$ cat config.mk
export PLATFORM = sky130hd
export DESIGN_NAME = sd_block_reader
export DESIGN_NICKNAME = d
export VERILOG_FILES = /design/src/rtl/sdrd_pkg.sv /design/src/rtl/sdrd_cmd_tx.sv /design/src/rtl/sdrd_rsp_rx.sv /design/src/rtl/sdrd_dat_rx.sv /design/src/rtl/sd_block_reader.sv
export SDC_FILE = /design/constraint.sdc
export NUM_CORES = 1
export LEC_CHECK = 0
export ABC_AREA = 1
export CAP_MARGIN = 30
export CORE_ASPECT_RATIO = 0.5
export CORE_MARGIN = 2
export CORE_UTILIZATION = 55
export CTS_BUF_LIST = sky130_fd_sc_hd__clkbuf_8 sky130_fd_sc_hd__clkbuf_16
export CTS_CLUSTER_DIAMETER = 150
export CTS_CLUSTER_SIZE = 20
export DETAILED_ROUTE_END_ITERATION = 8
export DONT_BUFFER_PORTS = 1
export PLACE_DENSITY = 0.74
export RECOVER_POWER = 100
export SYNTH_ARGS = -nofsm -noshare
export SYNTH_HDL_FRONTEND = slang
export SYNTH_SLANG_ARGS = --single-unit
$ cat constraint.sdc
create_clock -name clk -period 6 [get_ports clk]
set_input_delay 0.9 -clock clk [delete_from_list [all_inputs] [get_ports clk]]
set_output_delay 0.9 -clock clk [all_outputs]
set_load 0.05 [all_outputs]
$ cat src/rtl/sdrd_pkg.sv
package sdrd_pkg;

    localparam int unsigned TOKEN_BITS = 48;
    localparam logic [5:0]  RD_INDEX   = 6'd17;

    // one serial step of the 7-bit CRC, polynomial x^7 + x^3 + 1
    function automatic logic [6:0] crc7_step(input logic [6:0] c, input logic b);
        logic fb;
        fb = b ^ c[6];
        crc7_step = {c[5:0], 1'b0} ^ (fb ? 7'h09 : 7'h00);
    endfunction

    // CRC7 over a 40-bit header, MSB first, zero seed
    function automatic logic [6:0] crc7_of(input logic [39:0] v);
        logic [6:0] c;
        c = '0;
        for (int i = 39; i >= 0; i--) c = crc7_step(c, v[i]);
        crc7_of = c;
    endfunction

    // one serial step of the 16-bit CRC, polynomial x^16 + x^12 + x^5 + 1
    function automatic logic [15:0] crc16_step(input logic [15:0] c, input logic b);
        logic fb;
        fb = b ^ c[15];
        crc16_step = {c[14:0], 1'b0} ^ (fb ? 16'h1021 : 16'h0000);
    endfunction

    typedef enum logic [1:0] {SQ_IDLE, SQ_CMD, SQ_RSP, SQ_DAT} seq_st_e;

endpackage

$ cat src/rtl/sdrd_cmd_tx.sv
module sdrd_cmd_tx
    import sdrd_pkg::*;
(
    input  logic        clk,
    input  logic        rst_n,
    input  logic        start_i,
    input  logic [31:0] addr_i,
    output logic        cmd_o,
    output logic        cmd_oe_o,
    output logic        done_o
);
    localparam int unsigned CW = $clog2(TOKEN_BITS);

    typedef struct packed {
        logic                  active;
        logic [CW-1:0]         cnt;
        logic [TOKEN_BITS-1:0] sh;
        logic                  done;
    } tx_s;

    tx_s s_d, s_q;
    logic [39:0] hdr;

    assign hdr = {2'b01, RD_INDEX, addr_i};

    always_comb begin
        s_d      = s_q;
        s_d.done = 1'b0;
        if (s_q.active) begin
            s_d.sh  = {s_q.sh[TOKEN_BITS-2:0], 1'b1};
            s_d.cnt = s_q.cnt + 1'b1;
            if (s_q.cnt == CW'(TOKEN_BITS - 1)) begin
                s_d.active = 1'b0;
                s_d.done   = 1'b1;
            end
        end else if (start_i) begin
            s_d.active = 1'b1;
            s_d.cnt    = '0;
            s_d.sh     = {hdr, crc7_of(hdr), 1'b1};
        end
    end

    always_ff @(posedge clk or negedge rst_n) begin
        if (!rst_n) s_q <= '0;
        else        s_q <= s_d;
    end

    assign cmd_o    = s_q.active ? s_q.sh[TOKEN_BITS-1] : 1'b1;
    assign cmd_oe_o = s_q.active;
    assign done_o   = s_q.done;


    token_start_zero_chk: assert property (@(posedge clk) disable iff (!rst_n)
        $rose(cmd_oe_o) |-> !cmd_o);


    token_done_after_drive_chk: assert property (@(posedge clk) disable iff (!rst_n)
        done_o |-> !cmd_oe_o && $past(cmd_oe_o));

endmodule

$ cat src/rtl/sdrd_rsp_rx.sv
module sdrd_rsp_rx
    import sdrd_pkg::*;
#(
    parameter int unsigned RSP_WAIT = 64
) (
    input  logic        clk,
    input  logic        rst_n,
    input  logic        start_i,
    input  logic        cmd_i,
    output logic        done_o,
    output logic        timeout_o,
    output logic        bad_o,
    output logic [31:0] status_o
);
    localparam int unsigned WW = $clog2(RSP_WAIT + 1);
    localparam int unsigned BW = $clog2(TOKEN_BITS);

    typedef enum logic [1:0] {R_IDLE, R_WAIT, R_BITS} rst_e;

    typedef struct packed {
        rst_e                  st;
        logic [WW-1:0]         wcnt;
        logic [BW-1:0]         bcnt;
        logic [TOKEN_BITS-1:0] sh;
        logic                  done;
        logic                  to;
        logic                  bad;
        logic [31:0]           status;
    } rx_s;

    rx_s s_d, s_q;
    logic [TOKEN_BITS-1:0] word;
    logic                  word_ok;

    assign word    = {s_q.sh[TOKEN_BITS-2:0], cmd_i};
    assign word_ok = (word[46] == 1'b0) && (word[45:40] == RD_INDEX)
                  && (word[7:1] == crc7_of(word[47:8])) && word[0];

    always_comb begin
        s_d      = s_q;
        s_d.done = 1'b0;
        unique case (s_q.st)
            R_IDLE: if (start_i) begin
                s_d.st   = R_WAIT;
                s_d.wcnt = '0;
                s_d.to   = 1'b0;
                s_d.bad  = 1'b0;
            end
            R_WAIT: begin
                if (!cmd_i) begin
                    s_d.st   = R_BITS;
                    s_d.bcnt = BW'(1);
                    s_d.sh   = '0;
                end else if (s_q.wcnt == WW'(RSP_WAIT - 1)) begin
                    s_d.st   = R_IDLE;
                    s_d.to   = 1'b1;
                    s_d.done = 1'b1;
                end else begin
                    s_d.wcnt = s_q.wcnt + 1'b1;
                end
            end
            R_BITS: begin
                s_d.sh   = word;
                s_d.bcnt = s_q.bcnt + 1'b1;
                if (s_q.bcnt == BW'(TOKEN_BITS - 1)) begin
                    s_d.st     = R_IDLE;
                    s_d.done   = 1'b1;
                    s_d.bad    = !word_ok;
                    s_d.status = word[39:8];
                end
            end
            default: s_d.st = R_IDLE;
        endcase
    end

    always_ff @(posedge clk or negedge rst_n) begin
        if (!rst_n) s_q <= '{st: R_IDLE, default: '0};
        else        s_q <= s_d;
    end

    assign done_o    = s_q.done;
    assign timeout_o = s_q.to;
    assign bad_o     = s_q.bad;
    assign status_o  = s_q.status;


    rsp_start_no_timeout_chk: assert property (@(posedge clk) disable iff (!rst_n)
        (s_q.st == R_WAIT && !cmd_i) |=> !done_o);


    rsp_flags_exclusive_chk: assert property (@(posedge clk) disable iff (!rst_n)
        done_o |-> !(timeout_o && bad_o));

endmodule

$ cat src/rtl/sdrd_dat_rx.sv
module sdrd_dat_rx
    import sdrd_pkg::*;
#(
    parameter int unsigned BLOCK_BYTES = 512,
    parameter int unsigned TO_W        = 16
) (
    input  logic            clk,
    input  logic            rst_n,
    input  logic            start_i,
    input  logic [TO_W-1:0] limit_i,
    input  logic            dat_i,
    output logic [7:0]      byte_o,
    output logic            byte_valid_o,
    output logic            done_o,
    output logic            timeout_o,
    output logic            crc_err_o,
    output logic            frame_err_o
);
    localparam int unsigned NBITS = BLOCK_BYTES * 8;
    localparam int unsigned BW    = $clog2(NBITS);

    typedef enum logic [2:0] {D_IDLE, D_WAIT, D_PAY, D_CRC, D_END} dst_e;

    typedef struct packed {
        dst_e            st;
        logic [TO_W-1:0] wcnt;
        logic [BW-1:0]   bcnt;
        logic [7:0]      sh;
        logic [15:0]     calc;
        logic [15:0]     rxc;
        logic [7:0]      byte_v;
        logic            bval;
        logic            done;
        logic            to;
        logic            cerr;
        logic            ferr;
    } dr_s;

    dr_s s_d, s_q;
    logic [TO_W:0] wnext;

    assign wnext = {1'b0, s_q.wcnt} + {{TO_W{1'b0}}, 1'b1};

    always_comb begin
        s_d      = s_q;
        s_d.done = 1'b0;
        s_d.bval = 1'b0;
        unique case (s_q.st)
            D_IDLE: if (start_i) begin
                s_d.st   = D_WAIT;
                s_d.wcnt = '0;
                s_d.to   = 1'b0;
                s_d.cerr = 1'b0;
                s_d.ferr = 1'b0;
            end
            D_WAIT: begin
                if (!dat_i) begin
                    s_d.st   = D_PAY;
                    s_d.bcnt = '0;
                    s_d.calc = '0;
                end else if (wnext >= {1'b0, limit_i}) begin
                    s_d.st   = D_IDLE;
                    s_d.to   = 1'b1;
                    s_d.done = 1'b1;
                end else begin
                    s_d.wcnt = wnext[TO_W-1:0];
                end
            end
            D_PAY: begin
                s_d.sh   = {s_q.sh[6:0], dat_i};
                s_d.calc = crc16_step(s_q.calc, dat_i);
                if (s_q.bcnt[2:0] == 3'd7) begin
                    s_d.byte_v = {s_q.sh[6:0], dat_i};
                    s_d.bval   = 1'b1;
                end
                if (s_q.bcnt == BW'(NBITS - 1)) begin
                    s_d.st   = D_CRC;
                    s_d.bcnt = '0;
                end else begin
                    s_d.bcnt = s_q.bcnt + 1'b1;
                end
            end
            D_CRC: begin
                s_d.rxc  = {s_q.rxc[14:0], dat_i};
                s_d.bcnt = s_q.bcnt + 1'b1;
                if (s_q.bcnt == BW'(15)) s_d.st = D_END;
            end
            D_END: begin
                s_d.st   = D_IDLE;
                s_d.ferr = !dat_i;
                s_d.cerr = (s_q.rxc != s_q.calc);
                s_d.done = 1'b1;
            end
            default: s_d.st = D_IDLE;
        endcase
    end

    always_ff @(posedge clk or negedge rst_n) begin
        if (!rst_n) s_q <= '{st: D_IDLE, default: '0};
        else        s_q <= s_d;
    end

    assign byte_o       = s_q.byte_v;
    assign byte_valid_o = s_q.bval;
    assign done_o       = s_q.done;
    assign timeout_o    = s_q.to;
    assign crc_err_o    = s_q.cerr;
    assign frame_err_o  = s_q.ferr;


    byte_strobe_single_chk: assert property (@(posedge clk) disable iff (!rst_n)
        byte_valid_o |=> !byte_valid_o);


    no_byte_while_waiting_chk: assert property (@(posedge clk) disable iff (!rst_n)
        (s_q.st == D_WAIT) |-> !byte_valid_o);


    timeout_excludes_crc_chk: assert property (@(posedge clk) disable iff (!rst_n)
        done_o |-> !(timeout_o && (crc_err_o || frame_err_o)));

endmodule

$ cat src/rtl/sd_block_reader.sv
module sd_block_reader
    import sdrd_pkg::*;
#(
    parameter int unsigned BLOCK_BYTES = 512,
    parameter int unsigned RSP_WAIT    = 64,
    parameter int unsigned TO_W        = 16
) (
    input  logic            clk,
    input  logic            rst_n,
    input  logic            start_i,
    input  logic [31:0]     addr_i,
    input  logic [TO_W-1:0] data_timeout_i,
    input  logic            cmd_i,
    output logic            cmd_o,
    output logic            cmd_oe_o,
    input  logic            dat_i,
    output logic [7:0]      byte_o,
    output logic            byte_valid_o,
    output logic [31:0]     rsp_status_o,
    output logic            busy_o,
    output logic            done_o,
    output logic            rsp_timeout_o,
    output logic            rsp_err_o,
    output logic            dat_timeout_o,
    output logic            dat_crc_err_o,
    output logic            dat_frame_err_o
);
    typedef struct packed {
        seq_st_e         st;
        logic [TO_W-1:0] limit;
        logic            done;
        logic            rto;
        logic            rerr;
        logic            dto;
        logic            dcrc;
        logic            dfrm;
    } top_s;

    top_s s_d, s_q;

    logic cmd_start, rsp_start, dat_start;
    logic cmd_done, rsp_done, rsp_to, rsp_bad;
    logic dat_done, dat_to, dat_cerr, dat_ferr;

    assign cmd_start = (s_q.st == SQ_IDLE) && start_i;
    assign rsp_start = (s_q.st == SQ_CMD) && cmd_done;
    assign dat_start = (s_q.st == SQ_RSP) && rsp_done && !rsp_to && !rsp_bad;

    sdrd_cmd_tx u_cmd (
        .clk      (clk),
        .rst_n    (rst_n),
        .start_i  (cmd_start),
        .addr_i   (addr_i),
        .cmd_o    (cmd_o),
        .cmd_oe_o (cmd_oe_o),
        .done_o   (cmd_done)
    );

    sdrd_rsp_rx #(.RSP_WAIT(RSP_WAIT)) u_rsp (
        .clk       (clk),
        .rst_n     (rst_n),
        .start_i   (rsp_start),
        .cmd_i     (cmd_i),
        .done_o    (rsp_done),
        .timeout_o (rsp_to),
        .bad_o     (rsp_bad),
        .status_o  (rsp_status_o)
    );

    sdrd_dat_rx #(.BLOCK_BYTES(BLOCK_BYTES), .TO_W(TO_W)) u_dat (
        .clk          (clk),
        .rst_n        (rst_n),
        .start_i      (dat_start),
        .limit_i      (s_q.limit),
        .dat_i        (dat_i),
        .byte_o       (byte_o),
        .byte_valid_o (byte_valid_o),
        .done_o       (dat_done),
        .timeout_o    (dat_to),
        .crc_err_o    (dat_cerr),
        .frame_err_o  (dat_ferr)
    );

    always_comb begin
        s_d      = s_q;
        s_d.done = 1'b0;
        unique case (s_q.st)
            SQ_IDLE: if (start_i) begin
                s_d.st    = SQ_CMD;
                s_d.limit = data_timeout_i;
                s_d.rto   = 1'b0;
                s_d.rerr  = 1'b0;
                s_d.dto   = 1'b0;
                s_d.dcrc  = 1'b0;
                s_d.dfrm  = 1'b0;
            end
            SQ_CMD: if (cmd_done) s_d.st = SQ_RSP;
            SQ_RSP: if (rsp_done) begin
                if (rsp_to || rsp_bad) begin
                    s_d.st   = SQ_IDLE;
                    s_d.rto  = rsp_to;
                    s_d.rerr = rsp_bad;
                    s_d.done = 1'b1;
                end else begin
                    s_d.st = SQ_DAT;
                end
            end
            SQ_DAT: if (dat_done) begin
                s_d.st   = SQ_IDLE;
                s_d.dto  = dat_to;
                s_d.dcrc = dat_cerr;
                s_d.dfrm = dat_ferr;
                s_d.done = 1'b1;
            end
            default: s_d.st = SQ_IDLE;
        endcase
    end

    always_ff @(posedge clk or negedge rst_n) begin
        if (!rst_n) s_q <= '{st: SQ_IDLE, default: '0};
        else        s_q <= s_d;
    end

    assign busy_o          = (s_q.st != SQ_IDLE);
    assign done_o          = s_q.done;
    assign rsp_timeout_o   = s_q.rto;
    assign rsp_err_o       = s_q.rerr;
    assign dat_timeout_o   = s_q.dto;
    assign dat_crc_err_o   = s_q.dcrc;
    assign dat_frame_err_o = s_q.dfrm;


    done_one_cycle_chk: assert property (@(posedge clk) disable iff (!rst_n)
        done_o |=> !done_o);


    token_only_from_idle_chk: assert property (@(posedge clk) disable iff (!rst_n)
        $rose(cmd_oe_o) |-> !$past(busy_o));


    rsp_fail_skips_data_chk: assert property (@(posedge clk) disable iff (!rst_n)
        (rsp_timeout_o || rsp_err_o) |-> !(dat_timeout_o || dat_crc_err_o || dat_frame_err_o));


    bytes_only_when_busy_chk: assert property (@(posedge clk) disable iff (!rst_n)
        byte_valid_o |-> busy_o);

endmodule

Word-level counts from Yosys, hierarchy flattened
Index checks and enable logic that the tools add are counted.

storage, ports and cells
  input port bits = 53
  register bits after elaboration = 260
  word-level logic and storage cells = 396

operators by class
  eq/ne operators = 38
  reduce and logical (&&, ||, !) cells = 44
  $add $sub $neg = 5
  bitwise logic cells = 144
  mux-type cells = 132
  $lt $le $gt $ge = 1

operator list
  operator                 number
  $xor A7 B7 Y7            66
  $mux W4                  72
  $mux W55                 2
  $pmux W55 S2             1
  $xor A1 B1 Y1            70
  $pmux W16 S2             2
  $mux W54                 1
  $mux W16                 3
  $pmux W12 S3             1
  $mux W33                 1
  $reduce_and A4 Y1        7
  $xor A7 B4 Y7            4
  $mux W12                 2
  $mux W2                  12
  $mux W3                  8
  $reduce_bool A2 Y1       10
  $mux W19                 1
  $mux W18                 1
  $ne A2 B1 Y1 const B     9
  $ne A2 B2 Y1 const B     9
  $add A16 B1 Y17 const B  1
  $ge A17 B16 Y1           1
  $ne A16 B16 Y1           1
  $xor A16 B16 Y16         1
  38 further kinds         78

Logic depth before layout (Yosys ltp)
  depth after elaboration = 123
  depth in mapped cells = 32

Hierarchy
A second synthesis with hierarchy kept.

second synthesis, totals
  cells, all modules = 2002
  area total of the unflattened synthesis = 14969.4 um^2

modules (own cells, without submodules)
  module           cells an instance  area each (um^2)  times used
  sdrd_rsp_rx      798                5794.3            1
  sdrd_dat_rx      585                4636.9            1
  sdrd_cmd_tx      486                3430.8            1
  sd_block_reader  133                1107.3            1

Worst setup path before layout
No wires, ideal clock.

  path kind = reg2reg
  from = register u_dat.s_q[67] (netlist name)
  to = register u_dat.s_q[66] (netlist name)
  path buffers = 1
  stages on the path, launching flop included = 21
  arrival = 3.321 ns
  path slack = 2.597 ns
  clock period less this slack = 3.403 ns
  cells stage by stage = dfrtp_1 inv_1 nor3_1 and3_1 nand2_1 nor3_1 inv_1 nor2_1 inv_1 nor3_1 nand3_1 xor2_1 ha_1 nand2_1 nor4_1 a311oi_1 nand3_1 a21oi_1 clkbuf_1 nand3_1 o21ai_0

between the ends
  longest elaborated chain between the ends = 4

RTL lines
  what                         RTL line            source
  start, declared              sdrd_dat_rx.sv:39   dr_s s_d, s_q;
  start signal, assigned       sdrd_dat_rx.sv:99   if (!rst_n) s_q <= '{st: D_IDLE, default: '0};
  start signal, assigned       sdrd_dat_rx.sv:100  else s_q <= s_d;
  $add A16 B1 Y17              sdrd_dat_rx.sv:42   assign wnext = {1'b0, s_q.wcnt} + {{TO_W{1'b0}}, 1'b1};
  $ge A17 B16 Y1               sdrd_dat_rx.sv:61   end else if (wnext >= {1'b0, limit_i}) begin
  $ne A2 B2 Y1 (no line)       -
  $reduce_and A4 Y1 (no line)  -

Every way passes these cells.
A chain may end at the register's enable or synchronous reset.

Worst setup path in the final report
  from = register s_q[22] (netlist name)
  to = register u_cmd.s_q[13] (netlist name)

between the ends
  longest elaborated chain between the ends = 3

RTL lines
  what                          RTL line                source
  start, declared               sd_block_reader.sv:39   top_s s_d, s_q;
  start signal, assigned        sd_block_reader.sv:120  if (!rst_n) s_q <= '{st: SQ_IDLE, default: '0};
  start signal, assigned        sd_block_reader.sv:121  else s_q <= s_d;
  $logic_not A2 Y1              sd_block_reader.sv:45   assign cmd_start = (s_q.st == SQ_IDLE) && start_i;
  $logic_and A1 B1 Y1           sd_block_reader.sv:45
  $reduce_bool A2 Y1 (no line)  -
  end signal, assigned          sdrd_cmd_tx.sv:44       if (!rst_n) s_q <= '0;
  end signal, assigned          sdrd_cmd_tx.sv:45       else s_q <= s_d;
  end, declared                 sdrd_cmd_tx.sv:21       tx_s s_d, s_q;

Every way passes these cells.

==> reports/qor.txt <==
========================================================================================================
Result of the run ......................................................................... complete, but fails checks
Violated checks ........................................................................... max-capacitance violations, max-slew violations
Area occupied by multi-input gates ........................................................  0.00585 mm²
Setup-failing EPs final ...................................................................            0
Clock tree from TritonCTS .................................................................         done
Simple-gate share of the synthesized area .................................................        23.3%
Top fanout value on the critical path .....................................................           34
Number of flops mapped to enable cells by yosys ...........................................            0
Fin Clk Skew ..............................................................................      15.0 ps
Async SR Flop Fraction ....................................................................         100%
Routed wire length per instance ...........................................................      14.1 µm
Area of the mapped netlist ................................................................   0.0138 mm²
Syn-to-layout area delta ..................................................................        2.95%
Total routing usage reported by global routing ............................................        22.3%
Critical Path RT ..........................................................................      6400 ps
Worst slew margin .........................................................................       -55.7%
Number of synthesis warnings ..............................................................            0
CTS HTree Levels ..........................................................................            1
Commonest cells after routing, fill and taps aside ........................................ nand2_1, dfrtp_1, inv_1
Hpwl dp ...................................................................................     19900 µm
Cell depth of the worst flop-to-flop path .................................................            8
Via Count .................................................................................        10800
Number of antenna diodes ..................................................................            0
Aggregate global routing overflow .........................................................            0
Number of placement rows ..................................................................           40
Post-CTS clock slew at the launch and capture registers of the worst setup and hold paths .        80 ps
Achievable clock frequency ................................................................      222 MHz
Main combinational cell family by area after synthesis .................................... simple AND/OR/NAND/NOR gates
Startpoint-to-endpoint class of the critical path .........................................   reg -> reg
Total negative setup slack ................................................................         0 ps
Initial cell density of the core ..........................................................        56.8%
Shortest clock period the worst path allows after layout ..................................      4510 ps
Number of hold-repair buffers added at the cts stage ......................................            0
Initial antenna violation count ...........................................................            0
Number of remaining DRC errors ............................................................            0
Routability-driven placement congestion ratio .............................................        0.855
Peak supply drop ..........................................................................     0.270 mV
Kind of capture point of the worst setup path .............................................     register
Classification of the worst-slack hold path ...............................................  in -> async
Net count reported at finish ..............................................................         1779
Main synth FF type ........................................................................      dfrtp_1
Die extent in y ...........................................................................       116 µm
Number of instances in the synthesized netlist ............................................         1765
Power Dens Cells ..........................................................................   327 mW/mm²
Endpoints failing hold ....................................................................            0
Most common cell after layout, fill and taps aside ........................................      nand2_1
Clock latency on the worst-skew pair ......................................................       500 ps
Io pins ...................................................................................          103
Area share of fa/ha/maj cells after synthesis .............................................        2.27%
Layout cells sized above 1 ................................................................        2.76%
Area taken by flip-flops and latches ......................................................  0.00651 mm²
Unique cell type count in the Yosys netlist ...............................................           43
Leakage power of the design ...............................................................      7.16 nW
Detailed-routing iteration count for the pre-antenna-repair pass ..........................            5
Iter 0 DRT Violations .....................................................................          911
Multiplexer fraction of the synthesized cell area .........................................           0%
CTS buffer count ..........................................................................           16
Bufs on Longest Clock Path ................................................................            3
Number of fillers in the final layout .....................................................         2254
Die Area ..................................................................................   0.0265 mm²
Clock tree root buffer cell ...............................................................    clkbuf_16
Clock sink total ..........................................................................          260
Worst Setup Start Kind ....................................................................     register
Total core area ...........................................................................   0.0243 mm²
Transition time at the pin with the least slew margin .....................................      2330 ps
Post-CTS Setup Repair Bufs ................................................................            0
Worst EP arrival ..........................................................................      4900 ps
Port Buf Inserts ..........................................................................            0
First-pass GRT wire length ................................................................     48800 µm
Die boundary width ........................................................................       228 µm
Final Hold Slack ..........................................................................      95.9 ps
Compound-Gate Fraction of Synth Area ......................................................        11.3%
Count of pins over their slew limit .......................................................          150
Per-instance average area after synthesis .................................................     7.82 µm²
Total of cells resized after clock tree synthesis .........................................            0
Final clock period utilization by the worst path ..........................................        75.1%
Residual antenna-violating net count after detailed routing ...............................            0
Reported max-cap violation count ..........................................................            3
Sequential element share of the synthesized area ..........................................        47.1%
Via-to-Cell Ratio .........................................................................         5.28
Number of nets produced by synthesis ......................................................         1843
Wire length after detailed routing ........................................................     28800 µm
Number of global-route vias before repair .................................................        10100
Unrepaired setup endpoints after global routing ...........................................        false
Pin count of the biggest net entering global routing ......................................          261
Synthesis-stage register bit count ........................................................          260
Xor and xnor area share after synthesis ...................................................        5.44%
========================================================================================================
## layout make-up
class	count	share of cell area (%)
timing repair buffer	9	0.317
tap	336	2.96
sequential	260	45.8
multi-input combinational	1157	41.2
clock buffer	17	2.99
inverter	257	6.79
## where the power goes
group	switching, mW	internal, mW	total, mW	leakage, nW
Sequential	0.150	2.02	2.17	3.24
Clock	0.570	0.505	1.08	0.209
Combinational	0.908	0.485	1.39	3.71
## state kept, by name (all words and copies together), names as in the netlist, 8 cells and up
name            cells
s_q                18
u_cmd.s_q          54
u_rsp.s_q          62
u_dat.s_q          70
u_rsp.status_o     32
u_dat.byte_o        8
## cells by family after synthesis
| family | after synthesis |
|---|---|
| and+or+nand+nor | 779 |
| xor gates and xnor gates | 78 |
| AOI/OAI and AO/OA | 275 |
| DFF | 260 |
| adders and majority gates | 25 |
| buffers and inverters | 348 |
## cells in the mapped netlist (all sizes together), types with 19 or more instances
master    n  share of area, %
o211ai   21               1.2
xor2     54               3.6
nand2   494                13
ha       25               2.3
o22ai    27               1.2
nor2     78               2.1
o21ai   168               6.1
nor3     19              0.69
nand3   168               6.1
inv     253               6.9
xnor2    24               1.8
a21oi    29               1.1
buf      41               2.2
dfrtp   260                47
clkbuf   50               1.4
## through the flow
stage                     setup slack (ps)  util (%)  total power [mW]  instances  cell area, µm²
after floorplan                       2600         -              3.31       1765           13800
after global placement                1930      56.8              3.57       2017           13800
after detailed placement              2100      56.9              3.61       2019           13800
after CTS                             2060      58.6              4.69       2036           14300
after global routing                   747      58.4              4.99       2036           14200
final                                 1490      58.4              4.64       2036           14200
## routing by layer
| layer | vias to the layer above | global-route usage [%] | part of all wire (%) | wire, µm |
|---|---|---|---|---|
| met5 | - | 0 | 0 | 0 |
| met4 | 0 | 4.66 | 1.5 | 444 |
| met3 | 33 | 4.58 | 5.0 | 1430 |
| met2 | 201 | 36.0 | 44 | 12800 |
| met1 | 5038 | 31.6 | 49 | 14100 |
| li1 | 5480 | - | - | - |
## worst max-delay path: stages (launching register included)
cell and delay [ps]:
dfrtp_1 440, nor2_1 60, inv_1 390, nor2_2 40, clkbuf_1 520, nor2_2 230, clkbuf_1 1190, clkinv_1 1080
o221ai_1 450
## worst paths after layout
path / slack, ps / endpoint / startpoint
worst min register to register: 470 / u_cmd.s_q[1] / u_cmd.s_q[1]
worst max register to register: 1490 / u_cmd.s_q[13] / s_q[22]
worst max-delay path: 1490 / u_cmd.s_q[13] / s_q[22]
worst min-delay path: 100 / u_cmd.s_q[11] / rst_n
min in group clk: 470 / u_cmd.s_q[1] / u_cmd.s_q[1]
max in group asynchronous: 5380 / u_dat.byte_o[5] / rst_n
No activity file was read; power rests on OpenSTA's default activity.
